--- src/rtl/e1_mf_pkg.sv ---
// Shared constants and configuration type for the E1 transmit multiframe
// generator. Assumes 8-bit timeslots; the alignment pattern is padded to a
// full byte so that it can be indexed directly by bit position.
package e1_mf_pkg;

    // Frame alignment pattern for bits 2..8, MSB is a pad for bit 1.
    localparam logic [7:0] FAS_BYTE = 8'b1_0011011;

    // Static per-stream configuration.
    typedef struct packed {
        logic       ccs;      // 1 = common-channel, timeslot 16 untouched
        logic       sig_ded;  // 1 = signalling from dedicated input
        logic [3:0] spare;    // extra/alarm bits of multiframe word
    } tx_cfg_t;

endpackage

--- src/rtl/e1_tx_counter.sv ---
// Bit, timeslot and frame position counters. Assumes one clock per line
// bit. A sync pulse forces position zero on the next clock; reset does the
// same. Emits a one-cycle frame_end on the last bit of each frame.
module e1_tx_counter #(
    parameter int TS_BITS   = 8,
    parameter int N_TS      = 32,
    parameter int MF_FRAMES = 16,
    parameter int BIT_W     = $clog2(TS_BITS),
    parameter int TS_W      = $clog2(N_TS),
    parameter int FR_W      = $clog2(MF_FRAMES)
) (
    input  logic             clk,
    input  logic             rst_n,
    input  logic             sync,
    output logic [BIT_W-1:0] bit_idx,
    output logic [TS_W-1:0]  ts_idx,
    output logic [FR_W-1:0]  frm_idx,
    output logic             frame_end
);

    localparam logic [BIT_W-1:0] BIT_LAST = BIT_W'(TS_BITS - 1);
    localparam logic [TS_W-1:0]  TS_LAST  = TS_W'(N_TS - 1);
    localparam logic [FR_W-1:0]  FR_LAST  = FR_W'(MF_FRAMES - 1);

    logic bit_wrap;
    logic ts_wrap;

    // Wrap conditions of the two inner counters.
    always_comb begin
        bit_wrap  = (bit_idx == BIT_LAST);
        ts_wrap   = bit_wrap && (ts_idx == TS_LAST);
        frame_end = ts_wrap;
    end

    // Cascaded position counters with sync-to-zero.
    always_ff @(posedge clk) begin
        if (!rst_n || sync) begin
            bit_idx <= '0;
            ts_idx  <= '0;
            frm_idx <= '0;
        end else begin
            bit_idx <= bit_wrap ? '0 : bit_idx + 1'b1;
            if (bit_wrap) begin
                ts_idx <= (ts_idx == TS_LAST) ? '0 : ts_idx + 1'b1;
            end
            if (ts_wrap) begin
                frm_idx <= (frm_idx == FR_LAST) ? '0 : frm_idx + 1'b1;
            end
        end
    end

endmodule

--- src/rtl/e1_ts0_insert.sv ---
// Timeslot 0 overlay. In alignment frames, bits 2..8 carry the fixed
// pattern. In other frames, bit 2 is forced high and the rest pass through.
// Assumes 8-bit timeslots; bit 1 (index 0) always passes through.
module e1_ts0_insert #(
    parameter int TS_BITS = 8,
    parameter int BIT_W   = $clog2(TS_BITS)
) (
    input  logic [BIT_W-1:0] bit_idx,
    input  logic             align_frm,
    input  logic             ser_in,
    output logic             ts0_bit
);

    import e1_mf_pkg::*;

    localparam logic [BIT_W-1:0] TOP_IDX = BIT_W'(TS_BITS - 1);

    logic [BIT_W-1:0] pat_sel;

    // Select pattern bit, or force / pass the non-alignment bit.
    always_comb begin
        pat_sel = TOP_IDX - bit_idx;
        if (bit_idx == '0) begin
            ts0_bit = ser_in;
        end else if (align_frm) begin
            ts0_bit = FAS_BYTE[pat_sel];
        end else if (bit_idx == BIT_W'(1)) begin
            ts0_bit = 1'b1;
        end else begin
            ts0_bit = ser_in;
        end
    end

endmodule

--- src/rtl/e1_ts16_cas.sv ---
// Timeslot 16 overlay. In CAS mode, frame 0 carries a zero nibble and then
// the spare bits; frames 1..15 carry signalling from the selected source,
// with channel n in the first nibble and n+N_TS/2 in the second. In CCS
// mode the slot passes through. Outputs are only meaningful inside slot 16.
module e1_ts16_cas #(
    parameter int TS_BITS   = 8,
    parameter int N_TS      = 32,
    parameter int MF_FRAMES = 16,
    parameter int BIT_W     = $clog2(TS_BITS),
    parameter int TS_W      = $clog2(N_TS),
    parameter int FR_W      = $clog2(MF_FRAMES)
) (
    input  logic                 in_slot,
    input  logic [BIT_W-1:0]     bit_idx,
    input  logic [FR_W-1:0]      frm_idx,
    input  e1_mf_pkg::tx_cfg_t   cfg,
    input  logic                 ser_in,
    input  logic                 sig_in,
    output logic                 ts16_bit,
    output logic                 sig_slot,
    output logic [TS_W-1:0]      sig_ch
);

    localparam int               HALF     = TS_BITS / 2;
    localparam logic [BIT_W-1:0] TOP_IDX  = BIT_W'(TS_BITS - 1);
    localparam logic [TS_W-1:0]  CH_OFFS  = TS_W'(N_TS / 2);

    logic             low_nibble;
    logic [BIT_W-1:0] spare_sel;
    logic             mf_word;

    // Compose the timeslot-16 bit and the signalling channel indication.
    always_comb begin
        low_nibble = (int'(bit_idx) >= HALF);
        spare_sel  = TOP_IDX - bit_idx;
        mf_word    = (frm_idx == '0);
        ts16_bit   = ser_in;
        sig_slot   = 1'b0;
        sig_ch     = '0;
        if (!cfg.ccs) begin
            if (mf_word) begin
                ts16_bit = low_nibble ? cfg.spare[spare_sel[1:0]] : 1'b0;
            end else begin
                ts16_bit = cfg.sig_ded ? sig_in : ser_in;
                sig_slot = in_slot;
                if (in_slot) begin
                    sig_ch = TS_W'(frm_idx) + (low_nibble ? CH_OFFS : '0);
                end
            end
        end
    end

endmodule

--- src/rtl/e1_cas_mf_gen.sv ---
// E1 transmit multiframe generator top. Counts line position, overlays
// timeslot 0 framing and timeslot 16 CAS signalling on the serial stream,
// and flags alignment frames and the multiframe start. Assumes ser_in and
// sig_in are presented in the same cycle as the bit they fill.
module e1_cas_mf_gen #(
    parameter int TS_BITS   = 8,
    parameter int N_TS      = 32,
    parameter int MF_FRAMES = 16,
    parameter int SIG_TS    = 16,
    parameter int BIT_W     = $clog2(TS_BITS),
    parameter int TS_W      = $clog2(N_TS),
    parameter int FR_W      = $clog2(MF_FRAMES)
) (
    input  logic            clk,
    input  logic            rst_n,
    input  logic            mf_sync,
    input  logic            ser_in,
    input  logic            sig_in,
    input  logic            sig_src_ded,
    input  logic            ccs_mode,
    input  logic [3:0]      mf_spare,
    output logic            ser_out,
    output logic            frm_align,
    output logic            mf_start,
    output logic            sig_slot,
    output logic [TS_W-1:0] sig_ch
);

    import e1_mf_pkg::*;

    logic [BIT_W-1:0] bit_idx;
    logic [TS_W-1:0]  ts_idx;
    logic [FR_W-1:0]  frm_idx;
    logic             frame_end;
    logic             in_ts0;
    logic             in_ts16;
    logic             ts0_bit;
    logic             ts16_bit;
    logic             ts16_slot;
    logic [TS_W-1:0]  ts16_ch;
    tx_cfg_t          cfg;

    // Line position counters.
    e1_tx_counter #(
        .TS_BITS(TS_BITS), .N_TS(N_TS), .MF_FRAMES(MF_FRAMES),
        .BIT_W(BIT_W), .TS_W(TS_W), .FR_W(FR_W)
    ) u_cnt (
        .clk(clk), .rst_n(rst_n), .sync(mf_sync),
        .bit_idx(bit_idx), .ts_idx(ts_idx), .frm_idx(frm_idx),
        .frame_end(frame_end)
    );

    // Frame flags and configuration bundling.
    always_comb begin
        frm_align = ~frm_idx[0];
        mf_start  = (frm_idx == '0);
        in_ts0    = (ts_idx == '0);
        in_ts16   = (ts_idx == TS_W'(SIG_TS));
        cfg       = '{ccs: ccs_mode, sig_ded: sig_src_ded, spare: mf_spare};
    end

    // Timeslot 0 framing overlay.
    e1_ts0_insert #(.TS_BITS(TS_BITS), .BIT_W(BIT_W)) u_ts0 (
        .bit_idx(bit_idx), .align_frm(frm_align),
        .ser_in(ser_in), .ts0_bit(ts0_bit)
    );

    // Timeslot 16 signalling overlay.
    e1_ts16_cas #(
        .TS_BITS(TS_BITS), .N_TS(N_TS), .MF_FRAMES(MF_FRAMES),
        .BIT_W(BIT_W), .TS_W(TS_W), .FR_W(FR_W)
    ) u_ts16 (
        .in_slot(in_ts16), .bit_idx(bit_idx), .frm_idx(frm_idx),
        .cfg(cfg), .ser_in(ser_in), .sig_in(sig_in),
        .ts16_bit(ts16_bit), .sig_slot(ts16_slot), .sig_ch(ts16_ch)
    );

    // Output selection by timeslot.
    always_comb begin
        sig_slot = ts16_slot;
        sig_ch   = ts16_ch;
        if (in_ts0) begin
            ser_out = ts0_bit;
        end else if (in_ts16) begin
            ser_out = ts16_bit;
        end else begin
            ser_out = ser_in;
        end
    end

endmodule

--- config.mk ---
export PLATFORM = sky130hd
export DESIGN_NAME = e1_cas_mf_gen
export DESIGN_NICKNAME = d
export VERILOG_FILES = /design/src/rtl/e1_mf_pkg.sv /design/src/rtl/e1_tx_counter.sv /design/src/rtl/e1_ts0_insert.sv /design/src/rtl/e1_ts16_cas.sv /design/src/rtl/e1_cas_mf_gen.sv
export SDC_FILE = /design/constraint.sdc
export NUM_CORES = 1
export LEC_CHECK = 0
export ABC_AREA = 1
export CAP_MARGIN = 15
export CORE_ASPECT_RATIO = 1.25
export CORE_MARGIN = 5
export CORE_UTILIZATION = 48
export DETAILED_ROUTE_END_ITERATION = 8
export GPL_ROUTABILITY_DRIVEN = 0
export PLACE_DENSITY = 0.87
export RECOVER_POWER = 50
export SLEW_MARGIN = 25
export SYNTH_ARGS = -nofsm -noshare
export SYNTH_HDL_FRONTEND = slang
export SYNTH_HIERARCHICAL = 1
export SYNTH_SLANG_ARGS = --single-unit
--- constraint.sdc ---
create_clock -name clk -period 1.7 [get_ports clk]
set_input_delay 0.34 -clock clk [delete_from_list [all_inputs] [get_ports clk]]
set_output_delay 0.34 -clock clk [all_outputs]
set_load 0.01 [all_outputs]
==> results.cfg <==
[routing]
drc = 0
num_vias = 1045
wl_per_cell_um = 12.57
drt_wl_total_mm = 2.601
dr.pass1.iters = 4
drt_iter0_drc = 25
antenna_left = 0
avgViaCountPerCell = 5.048

[setup_path]
cp_num_buf_inv = 4
cpMaxStageDelayCell = dfxtp_2
cp-start-kind = flip-flop
cpMostUsedCell = nand2_1
reg2reg_from = u_cnt/ts_idx[0]
path_max_fanout = 2
r2r_cells = 10
crit_chain = inv_2 > ha_4 > inv_2 > o21ai_2 > nand2_1 > nand2_1 > inv_1 > nand2_1 > nand3_1 > nand2_1 > nand2_1 > buf_2
arrival_ns = 1.62
cp-end-kind = output port
reg2reg_slack_ns = 0.12
path_class = reg2out
max_stage_delay_ns = 0.34
critical_path_required_ns = 1.36
r2r_end = u_cnt/frm_idx[3]
critPathTopFamily = simple AND/OR/NAND/NOR gates

[clocking]
cts_tree = built
numCtsBuffers = 3
postCtsHoldBufs = 0
clk_pin_slew_ns = 0.07
clockBufferDepth = 2
cts.root.buffer_cell = clkbuf_4
cts.htree.levels = 1
cts.sinks = 12
insertion_delay_ns = 0.27

[sta]
slew_headroom_pct = 77.47
setup_viol = 1
clock_skew_ns = 0.0009157
post-route-period-util_pct = 115.3
max_freq_ghz = 0.5102
rsz0062_at_grt = yes
setup_slack_ns = -0.2600
period_needed_ns = 1.960
slew_violations = 0
worstMarginPinSlew_ns = 0.3380
timing_hold_violations_final = 0

[die]
die_y_um = 57.76
coreArea_mm2 = 0.001744
num_io_pins = 20
die_area_mm2 = 0.002784
start_util_pct = 50.22
die_x_um = 48.21
row_count = 17

[layout]
seqCellArea_um2 = 246.5
layout_commonest_cell = nand2_1
fin_cells = 207
num-fill-cells = 124
antenna_cells = 0
multi_input_comb_area_um2 = 606.8
final_cell_mix = nand2_1, buf_4, nor2_1, inv_1, clkdlybuf4s50_1
drive_gt1_share_pct = 36.17
nNetsFinal = 209
design_area_mm2 = 0.001345
areaGrowthSynthToFinish_pct = 53.57

[outcome]
violations = negative setup slack
status = finished with violations

[hold_path]
hp-class = reg2reg
min_to = u_cnt/bit_idx[0]
hold_depth = 2
worstHoldStart = u_cnt/bit_idx[0]

[global_route]
grt_pass1_wl_mm = 3.788
gr-usage-met3_pct = 1.863
grt.busiest_layer = met2
use_met2_pct = 34.51
grt_start_max_net_pins = 9
groute.layer.met1.usage_pct = 18.68
grt_usage_pct = 18.19
grt_overflow = 0
antenna_found_initial = 0
grt_pass1_vias = 965

[pwr]
p_int_mw = 0.4191
vdd_ir_drop_max_mv = 0.4890
power_density_mw_per_mm2 = 415.6
combPwrFrac_pct = 17.9
p_sw_share_pct = 25.02
clock_power_share_pct = 31.0
p_leak_nw = 0.6887
seqPwrFrac_pct = 51.1
p_switching_mw = 0.1398

[placement]
place_inst = 199
place_hpwl_mm = 1.691
post_dp_cell_area_mm2 = 0.001229
place.port_buffers = 19

[synth]
netlist_area_um2 = 875.8
ys_ff_latch = 12
synth.yosys.warnings = 6
postSynthCellCount = 142
syn_nets = 161
syn_area_per_cell_um2 = 6.168
synth.distinct_cells = 21
ys_seq_area_share_pct = 27.43

[flow_run]
drv_cap = 0
-- layout make-up --
cell class / instances / area share [%]
Clock buffer: 3 / 1.674
Inverter: 26 / 7.442
Multi-Input combinational cell: 103 / 45.12
Sequential cell: 12 / 18.33
Tap cell: 19 / 1.767
Timing Repair Buffer: 44 / 25.67
-- power by group through the flow --
stage | Combinational (mW) | Clock [mW] | Sequential (mW)
floorplan | 0.0368 | 0 | 0.292
detailed placement | 0.0842 | 0 | 0.291
global placement | 0.0811 | 0 | 0.291
CTS | 0.0848 | 0.173 | 0.285
global route | 0.111 | 0.193 | 0.286
finish | 0.0999 | 0.173 | 0.286
-- how the worst max path moves through the flow --
stage               slack, ns  cells past startpoint        startpoint  endpoint
global route            -0.36                     12  u_cnt/bit_idx[1]   ser_out
detailed placement      -0.49                      8            ser_in   ser_out
finish                  -0.26                     12  u_cnt/bit_idx[1]   ser_out
global placement        -0.45                      8            ser_in   ser_out
CTS                     -0.22                     12  u_cnt/bit_idx[0]   ser_out
floorplan                0.11                     11  u_cnt/bit_idx[0]   ser_out
-- cell usage after synthesis --
cell type  number  share of area (%)
nand2_1        39                 17
inv_1          24                 10
nor2_1         24                 10
dfxtp_1        12                 27
nand3_1         9                5.1
a21oi_1         8                4.6
ha_1            8                 11
nor2_2          3                2.1
nand2_2         2                1.4
o21ai_0         2                1.1
buf_6           1                1.3
inv_2           1               0.43
inv_4           1               0.71
nand2_4         1                1.3
nand3b_1        1               0.86
nand4_1         1               0.71
nor3_1          1               0.57
nor3b_1         1               0.86
o21ai_1         1               0.57
o21bai_1        1               0.86
o21bai_2        1                1.3
-- sequential cells by signal (all words and copies together) (netlist names) --
signal	count
u_cnt/bit_idx	3
u_cnt/ts_idx	5
u_cnt/frm_idx	4
-- worst reg2reg max path: stages, from the launching register on --
cell and delay [ns]:
dfxtp_2 0.36, buf_4 0.13, ha_1 0.16, nand2_1 0.09, nor2_2 0.11, ha_2 0.22
nand2_4 0.08, inv_4 0.09, nand2_2 0.06, o21bai_2 0.13, nor2_1 0.06
-- logic make-up (layout without fill, tap and decap cells) --
kind of cell	count (synthesis)	after routing	share of synthesized area, %
and+or+nand+nor	82	82	40.00
buffers and inverters	27	73	12.71
DFF	12	12	27.43
AOI/OAI and AO/OA	13	13	8.428
adders and majority gates	8	8	11.43
-- metal layers --
metal  vias to the layer above  part of all wire, %
li1                        534                    -
met1                       467                   39
met2                        37                   52
met3                         7                  6.2
met4                         0                  2.0
met5                         -                    0
-- timing repair --
| action | CTS | global route |
|---|---|---|
| buffers inserted | 4 | 1 |
| pin swaps | 4 | 19 |
| endpoints found under the hold margin | 0 | 0 |
| setup endpoints to repair | 8 | 11 |
| gates resized for setup | 32 | 30 |
-- through the flow --
stage          TNS [ns]  hold slack [ns]  setup slack, ns  total power [mW]  util (%)
2_1_floorplan         0           0.4673           0.1082            0.3290         -
3_3_place_gp     -1.786           0.5514          -0.4516            0.3725     70.44
3_5_place_dp     -1.912           0.5661          -0.4889            0.3757     70.44
4_1_cts         -0.2243           0.5072          -0.2169            0.5425     72.02
5_1_grt         -0.4905           0.5564          -0.3582            0.5897     77.12
6_report        -0.2600           0.5364          -0.2600            0.5589     77.12
Note: power is estimated with default switching activity, not from simulation.
